`config.mk`:
```
export PLATFORM = sky130hd
export DESIGN_NAME = ss_ramp_gen
export DESIGN_NICKNAME = d
export VERILOG_FILES = /design/src/rtl/ssr_pkg.sv /design/src/rtl/ssr_seq.sv /design/src/rtl/ssr_tick.sv /design/src/rtl/ssr_accum.sv /design/src/rtl/ss_ramp_gen.sv
export SDC_FILE = /design/constraint.sdc
export NUM_CORES = 1
export LEC_CHECK = 0
export ABC_AREA = 0
export ABC_CLOCK_PERIOD_IN_PS = 3900
export CELL_PAD_IN_SITES_DETAIL_PLACEMENT = 0
export CELL_PAD_IN_SITES_GLOBAL_PLACEMENT = 2
export CORE_MARGIN = 2
export CORE_UTILIZATION = 36
export DETAILED_ROUTE_END_ITERATION = 10
export PLACE_DENSITY_LB_ADDON = 0.1
export SETUP_SLACK_MARGIN = 0.05
export SLEW_MARGIN = 20
export SYNTH_ARGS = -nofsm -noshare
export SYNTH_HDL_FRONTEND = slang
export SYNTH_HIERARCHICAL = 1
export SYNTH_SLANG_ARGS = --single-unit
```
`constraint.sdc`:
```
create_clock -name clk -period 3.9 [get_ports clk]
set_clock_uncertainty 0.2 [all_clocks]
set_input_delay 0.78 -clock clk [delete_from_list [all_inputs] [get_ports clk]]
set_output_delay 0.78 -clock clk [all_outputs]
set_load 0.05 [all_outputs]
```
`src/rtl/ssr_pkg.sv`:
```
`timescale 1ns/1ps
package ssr_pkg;
   typedef enum logic [1:0] {
      SS_IDLE  = 2'd0,
      SS_DELAY = 2'd1,
      SS_RAMP  = 2'd2,
      SS_DONE  = 2'd3
   } ss_state_e;
endpackage

```
`src/rtl/ssr_seq.sv`:
```
`timescale 1ns/1ps
module ssr_seq
   import ssr_pkg::*;
#(
   parameter int DELAY_CYC = 1024
) (
   input  logic      clk,
   input  logic      rst_n,
   input  logic      start_i,
   input  logic      restart_i,
   input  logic      final_zero_i,
   input  logic      hit_i,
   output ss_state_e state_o
);
   localparam int DLY_W = (DELAY_CYC < 2) ? 1 : $clog2(DELAY_CYC);
   localparam logic [DLY_W-1:0] DLY_LAST = DLY_W'(DELAY_CYC - 1);

   if (DELAY_CYC < 1) begin : g_bad_delay
      $error("ssr_seq: DELAY_CYC must be at least 1");
   end

   ss_state_e       state_q, state_d;
   logic [DLY_W-1:0] dcnt_q, dcnt_d;

   always_comb begin
      state_d = state_q;
      dcnt_d  = dcnt_q;
      if (restart_i) begin
         state_d = SS_DELAY;
         dcnt_d  = '0;
      end else begin
         unique case (state_q)
            SS_IDLE: begin
               if (start_i) begin
                  state_d = SS_DELAY;
                  dcnt_d  = '0;
               end
            end
            SS_DELAY: begin
               if (dcnt_q == DLY_LAST) begin
                  state_d = final_zero_i ? SS_DONE : SS_RAMP;
                  dcnt_d  = '0;
               end else begin
                  dcnt_d = dcnt_q + 1'b1;
               end
            end
            SS_RAMP: begin
               if (hit_i) state_d = SS_DONE;
            end
            SS_DONE: state_d = SS_DONE;
            default: state_d = SS_IDLE;
         endcase
      end
   end

   always_ff @(posedge clk or negedge rst_n) begin
      if (!rst_n) begin
         state_q <= SS_IDLE;
         dcnt_q  <= '0;
      end else begin
         state_q <= state_d;
         dcnt_q  <= dcnt_d;
      end
   end

   assign state_o = state_q;

   // completion is left only through restart
   assert_done_sticky_R6: assert property (@(posedge clk) disable iff (!rst_n)
      (state_q == SS_DONE && !restart_i) |=> (state_q == SS_DONE));

   // restart always re-enters the delay phase
   assert_restart_rearms_R8: assert property (@(posedge clk) disable iff (!rst_n)
      restart_i |=> (state_q == SS_DELAY));
endmodule

```
`src/rtl/ssr_tick.sv`:
```
`timescale 1ns/1ps
module ssr_tick #(
   parameter int PER_W = 16
) (
   input  logic             clk,
   input  logic             rst_n,
   input  logic             run_i,
   input  logic [PER_W-1:0] period_i,
   output logic             tick_o
);
   if (PER_W < 1) begin : g_bad_per
      $error("ssr_tick: PER_W must be at least 1");
   end

   logic [PER_W-1:0] cnt_q;
   logic             last;
   logic             short_period;

   assign short_period = (period_i <= PER_W'(1));
   assign last         = short_period || (cnt_q >= period_i - PER_W'(1));
   assign tick_o       = run_i && last;

   always_ff @(posedge clk or negedge rst_n) begin
      if (!rst_n)              cnt_q <= '0;
      else if (!run_i || last) cnt_q <= '0;
      else                     cnt_q <= cnt_q + 1'b1;
   end

   // with a period above one, two ticks never fall on adjacent edges
   assert_tick_spacing_R3: assert property (@(posedge clk) disable iff (!rst_n)
      (tick_o && period_i > PER_W'(1)) |=> !tick_o);
endmodule

```
`src/rtl/ssr_accum.sv`:
```
`timescale 1ns/1ps
module ssr_accum #(
   parameter int REF_W     = 10,
   parameter int STEP_SIZE = 1
) (
   input  logic             clk,
   input  logic             rst_n,
   input  logic             clr_i,
   input  logic             tick_i,
   input  logic [REF_W-1:0] final_i,
   output logic [REF_W-1:0] ramp_o,
   output logic             hit_o
);
   localparam int SUM_W = REF_W + 1;

   if (STEP_SIZE < 1 || STEP_SIZE >= (1 << REF_W)) begin : g_bad_step
      $error("ssr_accum: STEP_SIZE out of range");
   end

   logic [REF_W-1:0] ramp_q;
   logic [REF_W-1:0] nxt;
   logic             at_top;

   assign at_top = (ramp_q >= final_i);

   if (STEP_SIZE == 1) begin : g_unit
      assign nxt = at_top ? ramp_q : ramp_q + 1'b1;
   end else begin : g_clamp
      logic [SUM_W-1:0] sum;
      assign sum = {1'b0, ramp_q} + SUM_W'(STEP_SIZE);
      assign nxt = (sum >= {1'b0, final_i}) ? final_i : sum[REF_W-1:0];
   end

   assign hit_o = at_top || (tick_i && (nxt >= final_i));

   always_ff @(posedge clk or negedge rst_n) begin
      if (!rst_n)                 ramp_q <= '0;
      else if (clr_i)             ramp_q <= '0;
      else if (tick_i && !at_top) ramp_q <= nxt;
   end

   assign ramp_o = ramp_q;

   // the ramp never falls between restarts
   assert_ramp_monotonic_R9: assert property (@(posedge clk) disable iff (!rst_n)
      !clr_i |=> (ramp_q >= $past(ramp_q)));

   // each edge adds at most one step
   assert_step_bound_R3: assert property (@(posedge clk) disable iff (!rst_n)
      !clr_i |=> (int'(ramp_q) - int'($past(ramp_q)) <= STEP_SIZE));

   // restart empties the ramp
   assert_restart_clears_R8: assert property (@(posedge clk) disable iff (!rst_n)
      clr_i |=> (ramp_q == '0));
endmodule

```
`src/rtl/ss_ramp_gen.sv`:
```
`timescale 1ns/1ps
module ss_ramp_gen
   import ssr_pkg::*;
#(
   parameter int REF_W     = 10,
   parameter int PER_W     = 16,
   parameter int STEP_SIZE = 1,
   parameter int DELAY_CYC = 1024
) (
   input  logic             clk,
   input  logic             rst_n,
   input  logic             start_i,
   input  logic             restart_i,
   input  logic [PER_W-1:0] step_period_i,
   input  logic [REF_W-1:0] final_ref_i,
   output logic [REF_W-1:0] ref_code_o,
   output logic             ss_done_o
);
   if (REF_W < 2) begin : g_bad_ref
      $error("ss_ramp_gen: REF_W must be at least 2");
   end

   ss_state_e        state;
   logic             tick;
   logic             hit;
   logic [REF_W-1:0] ramp;
   logic             run;
   logic             final_zero;

   assign run        = (state == SS_RAMP) && !restart_i;
   assign final_zero = (final_ref_i == '0);

   ssr_seq #(.DELAY_CYC(DELAY_CYC)) u_seq (
      .clk         (clk),
      .rst_n       (rst_n),
      .start_i     (start_i),
      .restart_i   (restart_i),
      .final_zero_i(final_zero),
      .hit_i       (hit),
      .state_o     (state)
   );

   ssr_tick #(.PER_W(PER_W)) u_tick (
      .clk     (clk),
      .rst_n   (rst_n),
      .run_i   (run),
      .period_i(step_period_i),
      .tick_o  (tick)
   );

   ssr_accum #(.REF_W(REF_W), .STEP_SIZE(STEP_SIZE)) u_accum (
      .clk    (clk),
      .rst_n  (rst_n),
      .clr_i  (restart_i),
      .tick_i (tick),
      .final_i(final_ref_i),
      .ramp_o (ramp),
      .hit_o  (hit)
   );

   assign ss_done_o  = (state == SS_DONE);
   assign ref_code_o = ss_done_o ? final_ref_i
                     : ((ramp < final_ref_i) ? ramp : final_ref_i);

   // the ramp is still empty throughout the delay phase
   assert_delay_quiet_R2: assert property (@(posedge clk) disable iff (!rst_n)
      (state == SS_DELAY) |-> (ramp == '0));

   // flag drops on the edge after a restart
   assert_restart_drops_done_R8: assert property (@(posedge clk) disable iff (!rst_n)
      restart_i |=> !ss_done_o);
endmodule

```
==> out/summary.txt <==
CP required - 3.87 ns
CTS Hold Bufs - 0
Fin nets - 612
Worst VDD drop - 0.162 mV
Max incr delay on CP - 0.54 ns
Die Ht - 106 um
Clock share of power - 0.421
Worst Max-Slew Pin Slew - 0.887 ns
Unrepaired setup endpoints after global routing - true
Critical Path AT - 4.04 ns
Async SR Flop Fraction - 1.00
CTS tree - yes
Wire per inst - 14.9 um
Achievable Freq - 246 MHz
Largest net degree at the start of global routing - 39
Layout cells sized above 1 - 0.345
Final hold vios - 0
Max Slew Vio Count - 0
Syn_nets - 487
Clock root buffer - clkbuf_8
Worst-case reg-to-reg path depth - 15
Detailed Route WL - 9960 um
Die X - 106 um
CTS Sinks - 38
P_int - 0.760 mW
H-tree levels - 2
IO Port Bufs - 40
Cell Chain, Critical Path - buf_6, or4_4, nor3_4, nand2_2, or4_4, xor2_2, ha_4, a21oi_2, a21boi_2, a311oi_2, o21ai_2, o21a_2, buf_4, o211ai_1, o211ai_1, nor2_1, a21oi_1, or3_1
Vias/cell - 5.04
Cell Area, Synth - 3730 um2
Setup crit start - step_period_i[4]
Ys Warns - 6
Iter 0 DRT Violations - 97
Routability cong. - 0.793
Slowest-stage cell, CP - or4_4
Final setup fails - 10
Final setup margin - -0.172 ns
Cells after Synth - 407
Power share of the combinational group - 0.175
Final TNS setup - -0.881 ns
First-pass iteration count of the detailed router - 4
Ant diodes - 0
Clk slew on worst S/H paths - 0.07 ns
Worst Hold Class - register to register
P_sw - 0.238 mW
Avg Inst Size Synth - 9.17 um2
Final Cycle Share - 1.04
Final min period - 4.07 ns
Most common cell after layout, fill and taps aside - buf_4
Leak Pwr - 2.45 nW
Worst reg2reg startpoint - u_accum/ramp_o[3]$_DFFE_PN0P_
Post-synth EDFFs - 0
Slew HR - 0.409
Failing checks - negative setup slack
Sequential fraction of the synthesis area - 0.255
Startpoint types - primary input
DRT antenna net count - 0
Area grow syn2layout - 43.0%
Clock buffer count from CTS - 5
CP Capture Type - register
CP max FO - 3
Most frequent cells in the layout - buf_4, ha_1, dfrtp_1
Ys flop type - dfrtp_1
Total Routing Usage GR - 0.182
Core region area - 10200 um2
Max-Cap Viols - 0
Sequential Power Share - 0.403
DIE AREA - 11200 um2
Setup slack, reg-to-reg - 0.23 ns
Sw Ratio - 0.238
IO Count - 41
PwrDens - 187 nW/um2
GRT Residual Overflow - 0
Clk Latency, worst-skew pair - 0.29 ns
DR DRC count - 0
First-pass GRT wire length - 16600 um
Fillers - 960
Total vias in the final route - 3374
Yosys cell types - 67
Status - complete, but fails checks
End of the worst register-to-register path - u_seq/state_o[0]$_DFFE_PN0P_
Crit Path Class - primary input to register
FF+latch count, synth - 38
Maximum clock path buffer count - 2
Initial antenna violation count - 0
Vias in the first global route - 3382
CP Capture Point - u_seq/state_o[0]$_DFFE_PN0P_
Cell Rows - 37
Setup WS pre-CTS - -0.975 ns
Fin Hold WS - 0.299 ns
Hpwl dp - 7600 um
Initial core utilization - 0.366
## layout make-up
class | instances | area, um2 | area share
Tap cell | 136 | 170 | 0.0319
Multi-Input combinational cell | 334 | 2880 | 0.540
Inverter | 31 | 119 | 0.0223
Clock inverter | 2 | 60.1 | 0.0113
Sequential cell | 38 | 951 | 0.178
Timing Repair Buffer | 122 | 1070 | 0.201
Clock buffer | 6 | 82.6 | 0.0155
## state kept, by name, summed over array words and instances (netlist names)
signal	flops
u_tick/cnt_q	16
u_seq/dcnt_q	10
u_seq/state_o	2
u_accum/ramp_o	10
## power by group through the flow
stage               Sequential, mW  Clock (mW)  Combinational (mW)
finish                       0.403       0.421               0.175
global route                 0.404       0.454               0.196
CTS                          0.403       0.435               0.170
detailed placement           0.410           0               0.166
global placement             0.411           0               0.164
floorplan                    0.409           0              0.0686
## metrics by stage
| step | power, mW | cell area (um2) | utilization | cells |
|---|---|---|---|---|
| 2_1_floorplan | 0.478 | 3730 | - | 407 |
| 3_3_place_gp | 0.575 | 4760 | 0.468 | 647 |
| 3_5_place_dp | 0.577 | 4760 | 0.468 | 647 |
| 4_1_cts | 1.01 | 5110 | 0.502 | 663 |
| 5_1_grt | 1.05 | 5330 | 0.524 | 669 |
| 6_report | 0.998 | 5330 | 0.524 | 669 |
## Yosys cell counts (all sizes together), types with 4 or more instances
cell | n | area [um2]
nor3 | 25 | 151
nand4 | 10 | 62.6
o21ai | 13 | 68.8
a21oi | 26 | 156
nand2 | 21 | 81.3
buf | 4 | 35.0
xor2 | 16 | 140
inv | 31 | 116
or4 | 5 | 45.0
nand2b | 10 | 62.6
mux2 | 12 | 173
ha | 50 | 626
xnor2 | 27 | 236
a21o | 5 | 37.5
nor4 | 6 | 37.5
and3 | 8 | 67.6
dfrtp | 38 | 951
nand3 | 17 | 85.1
a211oi | 9 | 72.6
nor2 | 28 | 105
a31o | 4 | 35.0
## metal layers
layer,routed length (um),share of wire,global-route usage,vias up
met5,0,0,0,-
met4,58,0.0058,0.0395,0
met3,198,0.020,0.0192,4
met2,4500,0.45,0.277,30
met1,5200,0.52,0.275,1590
li1,-,-,-,1750
## cell families after synthesis
group                    count (synthesis)  share of synthesized area
AO/OA/AOI/OAI                           80                      0.166
adder cells (fa/ha/maj)                 50                      0.168
buffers and inverters                   36                     0.0416
multiplexers                            12                     0.0463
XOR/XNOR                                43                      0.101
AND/OR/NAND/NOR                        148                      0.223
flip-flops                              38                      0.255
## critical path, delay by kind of cell
family                     cells  cell delay (ns)
and+or+nand+nor                6             1.59
AOI/OAI and AO/OA              8             1.02
buffers and inverters          2             0.23
adders and majority gates      1             0.23
xor gates and xnor gates       1             0.19
## worst min path at each step
stage	cells after the start	startpoint	endpoint	slack, ns
4_1_cts	1	u_seq/dcnt_q[9]$_DFFE_PN0P_	u_seq/dcnt_q[9]$_DFFE_PN0P_	0.30
5_1_grt	1	u_seq/dcnt_q[9]$_DFFE_PN0P_	u_seq/dcnt_q[9]$_DFFE_PN0P_	0.33
3_5_place_dp	1	u_seq/dcnt_q[9]$_DFFE_PN0P_	u_seq/dcnt_q[9]$_DFFE_PN0P_	0.29
3_3_place_gp	1	u_seq/dcnt_q[9]$_DFFE_PN0P_	u_seq/dcnt_q[9]$_DFFE_PN0P_	0.28
6_report	1	u_seq/dcnt_q[9]$_DFFE_PN0P_	u_seq/dcnt_q[9]$_DFFE_PN0P_	0.30
2_1_floorplan	1	u_seq/dcnt_q[9]$_DFFE_PN0P_	u_seq/dcnt_q[9]$_DFFE_PN0P_	0.25
## repair_timing
| item | in CTS | in global routing |
|---|---|---|
| endpoints found under the setup margin | 37 | 37 |
| setup buffers | 7 | 6 |
| resized for setup | 61 | 45 |
| hold endpoints to repair | 0 | 0 |
| cloned | 1 | 0 |
| pin swaps | 37 | 26 |
(Power assumes the default switching activity.)
